==> config.mk <==
export PLATFORM = sky130hd
export DESIGN_NAME = irq_resolver_core
export DESIGN_NICKNAME = d
export VERILOG_FILES = /design/src/rtl/irq_pkg.sv /design/src/rtl/irq_prio_find.sv /design/src/rtl/irq_request_reg.sv /design/src/rtl/irq_service_ctrl.sv /design/src/rtl/irq_resolver_core.sv
export SDC_FILE = /design/constraint.sdc
export NUM_CORES = 1
export LEC_CHECK = 0
export BUFFER_PORTS_ARGS = -buffer_cell sky130_fd_sc_hd__buf_2
export CELL_PAD_IN_SITES_DETAIL_PLACEMENT = 0
export CELL_PAD_IN_SITES_GLOBAL_PLACEMENT = 1
export CORE_UTILIZATION = 50
export DETAILED_ROUTE_END_ITERATION = 8
export GPL_ROUTABILITY_DRIVEN = 1
export PLACE_DENSITY = 0.84
export SETUP_SLACK_MARGIN = 0.1
export SLEW_MARGIN = 10
export SYNTH_ARGS = -nofsm -noshare
export SYNTH_HDL_FRONTEND = slang
export SYNTH_HIERARCHICAL = 1
export SYNTH_SLANG_ARGS = --single-unit
==> constraint.sdc <==
create_clock -name clk_i -period 19.6 [get_ports clk_i]
set_input_delay 0.98 -clock clk_i [delete_from_list [all_inputs] [get_ports clk_i]]
set_output_delay 0.98 -clock clk_i [all_outputs]
set_load 0.02 [all_outputs]
==> src/rtl/irq_pkg.sv <==
package irq_pkg;
  typedef enum logic [2:0] {
    OP_AROT_OFF = 3'b000,
    OP_NS_EOI   = 3'b001,
    OP_NOP      = 3'b010,
    OP_SP_EOI   = 3'b011,
    OP_AROT_ON  = 3'b100,
    OP_ROT_NS   = 3'b101,
    OP_SET_LOW  = 3'b110,
    OP_ROT_SP   = 3'b111
  } prio_op_e;
endpackage

==> src/rtl/irq_prio_find.sv <==
module irq_prio_find #(
  parameter int unsigned N = 8,
  localparam int unsigned W = $clog2(N)
) (
  input  logic [N-1:0] vec_i,
  input  logic [W-1:0] low_i,
  output logic         found_o,
  output logic [W-1:0] lvl_o,
  output logic [W-1:0] rank_o
);
  logic [W-1:0] top;
  logic [N-1:0] rot;

  assign top = low_i + W'(1);

  // rot[0] is the most urgent level
  for (genvar r = 0; r < N; r++) begin : g_rot
    assign rot[r] = vec_i[top + W'(r)];
  end

  always_comb begin
    found_o = 1'b0;
    rank_o  = '0;
    for (int r = N - 1; r >= 0; r--) begin
      if (rot[r]) begin
        found_o = 1'b1;
        rank_o  = W'(r);
      end
    end
  end

  assign lvl_o = top + rank_o;
endmodule

==> src/rtl/irq_request_reg.sv <==
module irq_request_reg #(
  parameter int unsigned N = 8
) (
  input  logic         clk_i,
  input  logic         rst_ni,
  input  logic [N-1:0] irq_i,
  input  logic         level_mode_i,
  input  logic [N-1:0] clr_i,
  output logic [N-1:0] irr_o
);
  logic [N-1:0] irr_q, prev_q;

  always_ff @(posedge clk_i or negedge rst_ni) begin
    if (!rst_ni) begin
      irr_q  <= '0;
      prev_q <= '0;
    end else begin
      prev_q <= irq_i;
      irr_q  <= level_mode_i ? irq_i : ((irr_q & ~clr_i) | (irq_i & ~prev_q));
    end
  end

  assign irr_o = irr_q;


  edge_latch_chk: assert property (@(posedge clk_i) disable iff (!rst_ni)
    !level_mode_i |=> ((irr_q & $past(irq_i & ~prev_q)) == $past(irq_i & ~prev_q)));


  level_follow_chk: assert property (@(posedge clk_i) disable iff (!rst_ni)
    level_mode_i |=> (irr_q == $past(irq_i)));
endmodule

==> src/rtl/irq_service_ctrl.sv <==
module irq_service_ctrl
  import irq_pkg::*;
#(
  parameter int unsigned N = 8,
  localparam int unsigned W = $clog2(N),
  localparam int unsigned TB_W = 8 - W
) (
  input  logic            clk_i,
  input  logic            rst_ni,
  input  logic            cmd_valid_i,
  input  logic [2:0]      cmd_i,
  input  logic [W-1:0]    cmd_lvl_i,
  input  logic            ack_i,
  input  logic            poll_i,
  input  logic            auto_eoi_i,
  input  logic [TB_W-1:0] type_base_i,
  input  logic            win_found_i,
  input  logic [W-1:0]    win_lvl_i,
  input  logic            isr_found_i,
  input  logic [W-1:0]    isr_lvl_i,
  output logic [N-1:0]    isr_o,
  output logic [W-1:0]    low_o,
  output logic [N-1:0]    irr_clr_o,
  output logic [7:0]      vector_o,
  output logic [7:0]      poll_o
);
  logic [N-1:0] isr_q, isr_clr, win_oh, cmd_oh, top_oh;
  logic [W-1:0] low_q, low_cmd, low_d;
  logic         low_cmd_we, arot_q, arot_set, arot_clr, take;
  logic [7:0]   vector_q, poll_q;

  assign take   = (ack_i | poll_i) & win_found_i;
  assign win_oh = take ? (N'(1) << win_lvl_i) : '0;
  assign cmd_oh = N'(1) << cmd_lvl_i;
  assign top_oh = N'(1) << isr_lvl_i;

  always_comb begin
    isr_clr    = '0;
    low_cmd_we = 1'b0;
    low_cmd    = '0;
    arot_set   = 1'b0;
    arot_clr   = 1'b0;
    if (cmd_valid_i) begin
      case (prio_op_e'(cmd_i))
        OP_NS_EOI: if (isr_found_i) isr_clr = top_oh;
        OP_SP_EOI: isr_clr = cmd_oh;
        OP_ROT_NS: begin
          if (isr_found_i) begin
            isr_clr    = top_oh;
            low_cmd_we = 1'b1;
            low_cmd    = isr_lvl_i;
          end
        end
        OP_ROT_SP: begin
          isr_clr    = cmd_oh;
          low_cmd_we = 1'b1;
          low_cmd    = cmd_lvl_i;
        end
        OP_SET_LOW: begin
          low_cmd_we = 1'b1;
          low_cmd    = cmd_lvl_i;
        end
        OP_AROT_ON:  arot_set = 1'b1;
        OP_AROT_OFF: arot_clr = 1'b1;
        default: ;
      endcase
    end
  end

  // command pointer write wins over auto-EOI rotation
  always_comb begin
    low_d = low_q;
    if (low_cmd_we)                      low_d = low_cmd;
    else if (take && auto_eoi_i && arot_q) low_d = win_lvl_i;
  end

  always_ff @(posedge clk_i or negedge rst_ni) begin
    if (!rst_ni) begin
      isr_q    <= '0;
      low_q    <= W'(N - 1);
      arot_q   <= 1'b0;
      vector_q <= '0;
      poll_q   <= '0;
    end else begin
      isr_q <= (isr_q & ~isr_clr) | (auto_eoi_i ? '0 : win_oh);
      low_q <= low_d;
      if (arot_set)      arot_q <= 1'b1;
      else if (arot_clr) arot_q <= 1'b0;
      if (ack_i) vector_q <= {type_base_i, win_found_i ? win_lvl_i : {W{1'b1}}};
      if (poll_i) poll_q <= win_found_i ? {1'b1, {(7 - W){1'b0}}, win_lvl_i} : 8'h00;
    end
  end

  assign isr_o     = isr_q;
  assign low_o     = low_q;
  assign irr_clr_o = win_oh;
  assign vector_o  = vector_q;
  assign poll_o    = poll_q;


  ack_sets_isr_chk: assert property (@(posedge clk_i) disable iff (!rst_ni)
    take && !auto_eoi_i |=> ((isr_q & $past(win_oh)) == $past(win_oh)));


  aeoi_no_isr_chk: assert property (@(posedge clk_i) disable iff (!rst_ni)
    (ack_i || poll_i) && auto_eoi_i |=> ((isr_q & ~$past(isr_q)) == '0));


  set_low_chk: assert property (@(posedge clk_i) disable iff (!rst_ni)
    cmd_valid_i && (cmd_i == 3'b110) |=> (low_q == $past(cmd_lvl_i)));


  empty_poll_chk: assert property (@(posedge clk_i) disable iff (!rst_ni)
    poll_i && !win_found_i |=> (poll_q == 8'h00));
endmodule

==> src/rtl/irq_resolver_core.sv <==
module irq_resolver_core #(
  parameter int unsigned N_LVL = 8,
  localparam int unsigned LVL_W = $clog2(N_LVL),
  localparam int unsigned TB_W = 8 - LVL_W
) (
  input  logic             clk_i,
  input  logic             rst_ni,
  input  logic [N_LVL-1:0] irq_i,
  input  logic [N_LVL-1:0] mask_i,
  input  logic             level_mode_i,
  input  logic             auto_eoi_i,
  input  logic             spec_mask_i,
  input  logic             cmd_valid_i,
  input  logic [2:0]       cmd_i,
  input  logic [LVL_W-1:0] cmd_lvl_i,
  input  logic [TB_W-1:0]  type_base_i,
  input  logic             ack_i,
  input  logic             poll_i,
  output logic             int_o,
  output logic [7:0]       vector_o,
  output logic [7:0]       poll_o
);
  logic [N_LVL-1:0] irr, isr, irr_clr, elig;
  logic [LVL_W-1:0] low, isr_lvl, isr_rank, win_lvl, win_rank;
  logic             isr_found, win_found;

  irq_request_reg #(.N(N_LVL)) u_irr (
    .clk_i, .rst_ni, .irq_i, .level_mode_i,
    .clr_i (irr_clr),
    .irr_o (irr)
  );

  irq_prio_find #(.N(N_LVL)) u_isr_find (
    .vec_i   (isr),
    .low_i   (low),
    .found_o (isr_found),
    .lvl_o   (isr_lvl),
    .rank_o  (isr_rank)
  );

  for (genvar j = 0; j < N_LVL; j++) begin : g_elig
    logic [LVL_W-1:0] rank_j;
    assign rank_j  = LVL_W'(j) - low - LVL_W'(1);
    assign elig[j] = irr[j] & ~mask_i[j] & ~isr[j] &
                     (spec_mask_i | ~isr_found | (rank_j < isr_rank));
  end

  irq_prio_find #(.N(N_LVL)) u_win_find (
    .vec_i   (elig),
    .low_i   (low),
    .found_o (win_found),
    .lvl_o   (win_lvl),
    .rank_o  (win_rank)
  );

  irq_service_ctrl #(.N(N_LVL)) u_svc (
    .clk_i, .rst_ni, .cmd_valid_i, .cmd_i, .cmd_lvl_i, .ack_i, .poll_i,
    .auto_eoi_i, .type_base_i,
    .win_found_i (win_found),
    .win_lvl_i   (win_lvl),
    .isr_found_i (isr_found),
    .isr_lvl_i   (isr_lvl),
    .isr_o       (isr),
    .low_o       (low),
    .irr_clr_o   (irr_clr),
    .vector_o,
    .poll_o
  );

  assign int_o = win_found;


  int_has_req_chk: assert property (@(posedge clk_i) disable iff (!rst_ni)
    int_o |-> ((irr & ~mask_i) != '0));


  nested_block_chk: assert property (@(posedge clk_i) disable iff (!rst_ni)
    int_o && !spec_mask_i && isr_found |-> (win_rank < isr_rank));


  spec_mask_win_chk: assert property (@(posedge clk_i) disable iff (!rst_ni)
    int_o && spec_mask_i |-> ((isr & (N_LVL'(1) << win_lvl)) == '0));
endmodule

==> results of run 1 <==
## flip-flops by register name (all words and copies together) (netlist names)
signal	count
u_irr/irr_o	8
u_irr/prev_q	8
u_svc/arot_q	1
u_svc/isr_o	8
u_svc/low_o	3
u_svc/poll_o	4
u_svc/vector_o	8
## worst max path at each step
stage	depth (start not counted)	slack [ns]	end	from
after floorplan	26	12.99	u_irr/irr_o[0]$_DFF_PN0_	u_svc/low_o[0]$_DFFE_PN1P_
after global placement	25	11.91	u_irr/irr_o[0]$_DFF_PN0_	u_svc/low_o[0]$_DFFE_PN1P_
after detailed placement	25	11.68	u_irr/irr_o[2]$_DFF_PN0_	u_svc/low_o[0]$_DFFE_PN1P_
after CTS	18	11.60	int_o	u_svc/low_o[0]$_DFFE_PN1P_
after global routing	24	10.77	u_irr/irr_o[2]$_DFF_PN0_	u_svc/low_o[0]$_DFFE_PN1P_
final	24	11.56	u_irr/irr_o[2]$_DFF_PN0_	u_svc/low_o[0]$_DFFE_PN1P_
## worst register-to-register path, delay by kind of cell (launching register included)
family / cells / cell delay, ns
buf+inv: 3 / 0.49
xor+xnor: 2 / 0.60
compound gates: 5 / 1.33
flops: 1 / 0.96
mux: 4 / 2.15
fa+ha+maj: 3 / 1.34
simple gates: 7 / 1.12
## area by class of cell
cell class,instances,area (um2),share of cell area [%]
Clock inverter,2,35.0,0.853
Timing Repair Buffer,48,243,5.91
Inverter,23,86.3,2.10
Sequential cell,40,1000,24.5
Clock buffer,6,72.6,1.77
Tap cell,99,124,3.01
Multi-Input combinational cell,283,2540,61.9
## layout by cell type, fill, tap and decap left out, types with 5 or more instances in the layout
| cell | instances |
|---|---|
| buf_2 | 47 |
| dfrtp_1 | 37 |
| nor2_1 | 29 |
| inv_1 | 23 |
| ha_1 | 20 |
| nand2_1 | 16 |
| nor3b_1 | 16 |
| mux4_2 | 16 |
| nand2b_1 | 10 |
| mux2i_1 | 10 |
| xnor2_1 | 9 |
| a21o_1 | 9 |
| o21ai_0 | 9 |
| mux2_2 | 9 |
| or2_1 | 8 |
| and2_1 | 7 |
| a221oi_1 | 6 |
| nand3_1 | 6 |
| a22oi_1 | 6 |
| a21oi_1 | 5 |
| clkbuf_8 | 5 |
## per-layer routing
| layer | global-route usage, % | share of wire [%] |
|---|---|---|
| met1 | 34.7 | 48 |
| met2 | 38.7 | 48 |
| met3 | 3.36 | 4.1 |
| met4 | 3.08 | 0.55 |
| met5 | 0 | 0 |
## per-stage QoR
stage,instances,instance area [um2],setup slack (ns),hold WS (ns)
after floorplan,363,3760,12.99,0.526
after global placement,493,4000,11.91,0.485
after detailed placement,493,4000,11.68,0.492
after CTS,501,4110,11.60,0.507
after global routing,501,4110,10.77,0.526
final,501,4110,11.56,0.503
==> flow_metrics.env, run 1 <==
export IMPL_route_detailed_wl_per_inst_um=17.0
export IMPL_cp_required_ns=19.83
export IMPL_portBuffers=47
export IMPL_yosysWarnings=6
export IMPL_clkTransAtPathRegs_ns=0.07
export IMPL_cts_setup_buffers=0
export IMPL_grt_overflow=0
export IMPL_status="finished clean"
export IMPL_die_area_um2=7840
export IMPL_crit_chain="inv_1 > ha_1 > mux4_2 > or2_1 > mux4_2 > nand2b_1 > a21boi_1 > inv_1 > ha_1 > nor3b_1 > nor3_1 > a221oi_1 > mux4_2 > nor2_1 > mux4_2 > a21boi_1 > fa_1 > xnor2_1 > xnor2_1 > inv_1 > o211a_1 > and2_1 > nor3b_1 > a21o_1"
export IMPL_maxCapViolCount=0
export IMPL_final_hold_viol_count=0
export IMPL_antenna_found_initial=0
export IMPL_crit_buf_inv=3
export IMPL_htree_levels=2
export IMPL_crit_family="multiplexers"
export IMPL_hold_end="u_svc/vector_o[7]$_DFFE_PN0P_"
export IMPL_cp_max_fo=29
export IMPL_nets=458
export IMPL_diodes=0
export IMPL_vias_per_cell=5.97
export IMPL_critPathCaptureType="flip-flop"
export IMPL_die_h_um=88.6
export IMPL_finalCritPeriodShare_pct=41.0
export IMPL_grt_max_degree=41
export IMPL_slowest_stage="dfstp_2"
export IMPL_grt_pass1_wl_mm=14.3
export IMPL_initial_utilization_pct=51.7
export IMPL_cts_sinks=40
export IMPL_die_w_um=88.6
export IMPL_placeableCoreArea_um2=7250
export IMPL_avgSynthCellArea_um2=10.4
export IMPL_ctsHoldBuffers=0
export IMPL_hpwlAfterDp_mm=6.53
export IMPL_hp_class="flip-flop to flip-flop"
export IMPL_dr_first_iter_drc_count=169
export IMPL_r2r_slack_ns=11.56
export IMPL_setup_viol=0
export IMPL_cts_tree="yes"
export IMPL_ctsResizeCount=0
export IMPL_r2r_end="u_irr/irr_o[2]$_DFF_PN0_"
export IMPL_cts_buffers=5
export IMPL_slew_limit_headroom_pct=30.5
export IMPL_routed_wl_mm=8.49
export IMPL_rsz0062_at_grt="false"
export IMPL_rows=31
export IMPL_dr_pass1_iters=4
export IMPL_root_buffer="clkbuf_8"
export IMPL_place_gp_congestion=0.855
export IMPL_syn_area_um2=3750
export IMPL_cp_start_kind="flip-flop"
export IMPL_critPathKind="flip-flop to flip-flop"
export IMPL_area_growth_syn_to_layout_pct=9.65
export IMPL_drv_slew=0
export IMPL_min_period_ns=8.04
export IMPL_drc_errors=0
export IMPL_r2r_start="u_svc/low_o[0]$_DFFE_PN1P_"
export IMPL_clk_latency_ns=0.29
export IMPL_final_setup_tns_ns=0
export IMPL_num_io_pins=52
export IMPL_skew_ns=0.0101
export IMPL_rr_worst_depth=24
export IMPL_path_common_cell="mux4_2"
export IMPL_num_vias=2992
export IMPL_drive_gt1_share_pct=23.9
export IMPL_worstPathArrival_ns=8.27
export IMPL_tightest_slew_ns=1.04
export IMPL_min_from="u_svc/vector_o[7]$_DFFE_PN0P_"
export IMPL_postLayoutCoreUtil_pct=56.7
export IMPL_cts_buffer_depth=2
export IMPL_fmax_mhz=124
export IMPL_grt_util_all_layers_pct=23.8
export IMPL_fill_cells=669
export IMPL_synthCells=360
export IMPL_grt_pass1_vias=2845
export IMPL_ant_nets=0
export IMPL_hold_depth=1
export IMPL_critPathMaxStageDelay_ns=0.96
Power of run 1 is not shown: default switching activity piles up to over one toggle a cycle in this logic, so the estimate is an artifact.
==> run 2: changes to the inputs <==
CORE_UTILIZATION = 46   (was 50)
PLACE_DENSITY = 0.78   (was 0.84)
clock period = 8.2 ns   (was 19.6 ns; I/O delays follow)
==> run 2 against run 1 <==
Compared with the run above:
- maximum frequency increased by 8.1%
- sequential share of layout area up 0.090 points
- die area rose by 8.5%
- core utilization is 4.2 points lower
- routed wire length grew 1.4%
- count of clock-buffer cells in the layout down 1
- first-iteration DRC count increased by 1.8%
- register-to-register slack worse by 11 ns
- clock skew fell by 0.0081 ns
==> flow_metrics.env, run 2 (synthesized netlist as in run 1, its figures left out) <==
export IMPL_status="finished clean"
export IMPL_slowest_stage="mux4_2"
export IMPL_rr_worst_depth=25
export IMPL_drc_errors=0
export IMPL_dr_first_iter_drc_count=172
export IMPL_grt_max_degree=41
export IMPL_final_setup_tns_ns=0
export IMPL_cp_max_fo=14
export IMPL_final_hold_viol_count=0
export IMPL_critPathKind="flip-flop to flip-flop"
export IMPL_ant_nets=0
export IMPL_dr_pass1_iters=4
export IMPL_r2r_start="u_svc/low_o[0]$_DFFE_PN1P_"
export IMPL_vias_per_cell=5.91
export IMPL_dp_slack_ns=0.817
export IMPL_critPathMaxStageDelay_ns=0.66
export IMPL_cts_setup_buffers=0
export IMPL_cts_buffer_depth=2
export IMPL_postLayoutCoreUtil_pct=52.4
export IMPL_worstPathArrival_ns=7.66
export IMPL_critPathCaptureType="flip-flop"
export IMPL_htree_levels=2
export IMPL_place_gp_congestion=0.834
export IMPL_ctsHoldBuffers=0
export IMPL_grt_pass1_wl_mm=14.2
export IMPL_grt_pass1_vias=2805
export IMPL_ctsResizeCount=0
export IMPL_clk_latency_ns=0.28
export IMPL_crit_buf_inv=3
export IMPL_clkTransAtPathRegs_ns=0.07
export IMPL_cp_start_kind="flip-flop"
export IMPL_skew_ns=0.00206
export IMPL_slew_limit_headroom_pct=27.7
export IMPL_num_vias=2979
export IMPL_r2r_end="u_irr/irr_o[2]$_DFF_PN0_"
export IMPL_hp_class="input port to async pin"
export IMPL_die_w_um=92.3
export IMPL_finalCritPeriodShare_pct=90.7
export IMPL_maxCapViolCount=0
export IMPL_area_growth_syn_to_layout_pct=9.25
export IMPL_setup_viol=0
export IMPL_drv_slew=0
export IMPL_grt_util_all_layers_pct=21.2
export IMPL_die_area_um2=8510
export IMPL_cts_tree="yes"
export IMPL_layout_common_cells="buf_2 (47), dfrtp_1 (37), nor2_1 (29), inv_1 (23), ha_1 (20)"
export IMPL_die_h_um=92.3
export IMPL_fmax_mhz=134
export IMPL_grt_overflow=0
export IMPL_cts_buffers=5
export IMPL_rsz0062_at_grt="false"
export IMPL_min_period_ns=7.44
export IMPL_cp_required_ns=8.42
export IMPL_tightest_slew_ns=1.08
export IMPL_drive_gt1_share_pct=24.1
export IMPL_cts_sinks=40
export IMPL_r2r_slack_ns=0.76
export IMPL_portBuffers=47
export IMPL_initial_utilization_pct=48.0
export IMPL_placeableCoreArea_um2=7810
export IMPL_root_buffer="clkbuf_8"
export IMPL_layout_commonest_cell="buf_2"
export IMPL_hpwlAfterDp_mm=6.75
export IMPL_path_common_cell="mux4_2"
export IMPL_num_io_pins=52
export IMPL_diodes=0
export IMPL_rows=32
export IMPL_routed_wl_mm=8.61
export IMPL_nets=459
export IMPL_setup_ws_ns=0.761
export IMPL_antenna_found_initial=0
export IMPL_crit_family="multiplexers"
export IMPL_route_detailed_wl_per_inst_um=17.1
-- run 2: cell types whose count changed in the layout (fill, tap and decap cells not counted) --
cell / delta
buf_4: +1
bufinv_16: -1
clkbuf_1: -1
clkinvlp_4: +1
-- run 2: stage by stage --
stage / area, um2 / cells / hold WS, ns
global route: 4090 / 504 / 0.229
CTS: 4090 / 504 / 0.236
finish: 4090 / 504 / 0.237
global placement: 4010 / 497 / 0.484
detailed placement: 4010 / 497 / 0.490
floorplan: 3760 / 363 / 0.114
-- run 2: cell type report --
| cell class | instances | area (um2) |
|---|---|---|
| timing repair buffer | 49 | 250 |
| clock inverter | 2 | 12.5 |
| tap | 102 | 128 |
| multi-input combinational | 283 | 2540 |
| fill | 753 | 3710 |
| inverter | 23 | 86.3 |
| sequential | 40 | 1000 |
| clock buffer | 5 | 68.8 |
-- run 2: per-layer routing --
layer | vias to the layer above | GRT usage [%] | routed length [um]
li1 | 1431 | - | -
met1 | 1464 | 30.6 | 4080
met2 | 80 | 34.6 | 4100
met3 | 4 | 3.40 | 395
met4 | 0 | 2.60 | 37
met5 | - | 0 | 0
-- run 2: worst max-delay path by stage --
| stage | from | endpoint | depth (start not counted) | slack [ns] |
|---|---|---|---|---|
| after global routing | u_svc/low_o[0]$_DFFE_PN1P_ | u_irr/irr_o[2]$_DFF_PN0_ | 25 | 0.28 |
| final | u_svc/low_o[0]$_DFFE_PN1P_ | u_irr/irr_o[2]$_DFF_PN0_ | 25 | 0.76 |
| after global placement | u_svc/low_o[0]$_DFFE_PN1P_ | u_irr/irr_o[0]$_DFF_PN0_ | 25 | 1.03 |
| after floorplan | u_svc/low_o[0]$_DFFE_PN1P_ | u_irr/irr_o[0]$_DFF_PN0_ | 26 | 1.59 |
| after CTS | u_svc/low_o[0]$_DFFE_PN1P_ | u_irr/irr_o[2]$_DFF_PN0_ | 25 | 0.78 |
| after detailed placement | u_svc/low_o[0]$_DFFE_PN1P_ | u_irr/irr_o[2]$_DFF_PN0_ | 25 | 0.82 |
Power of run 2 is left out for the same reason.
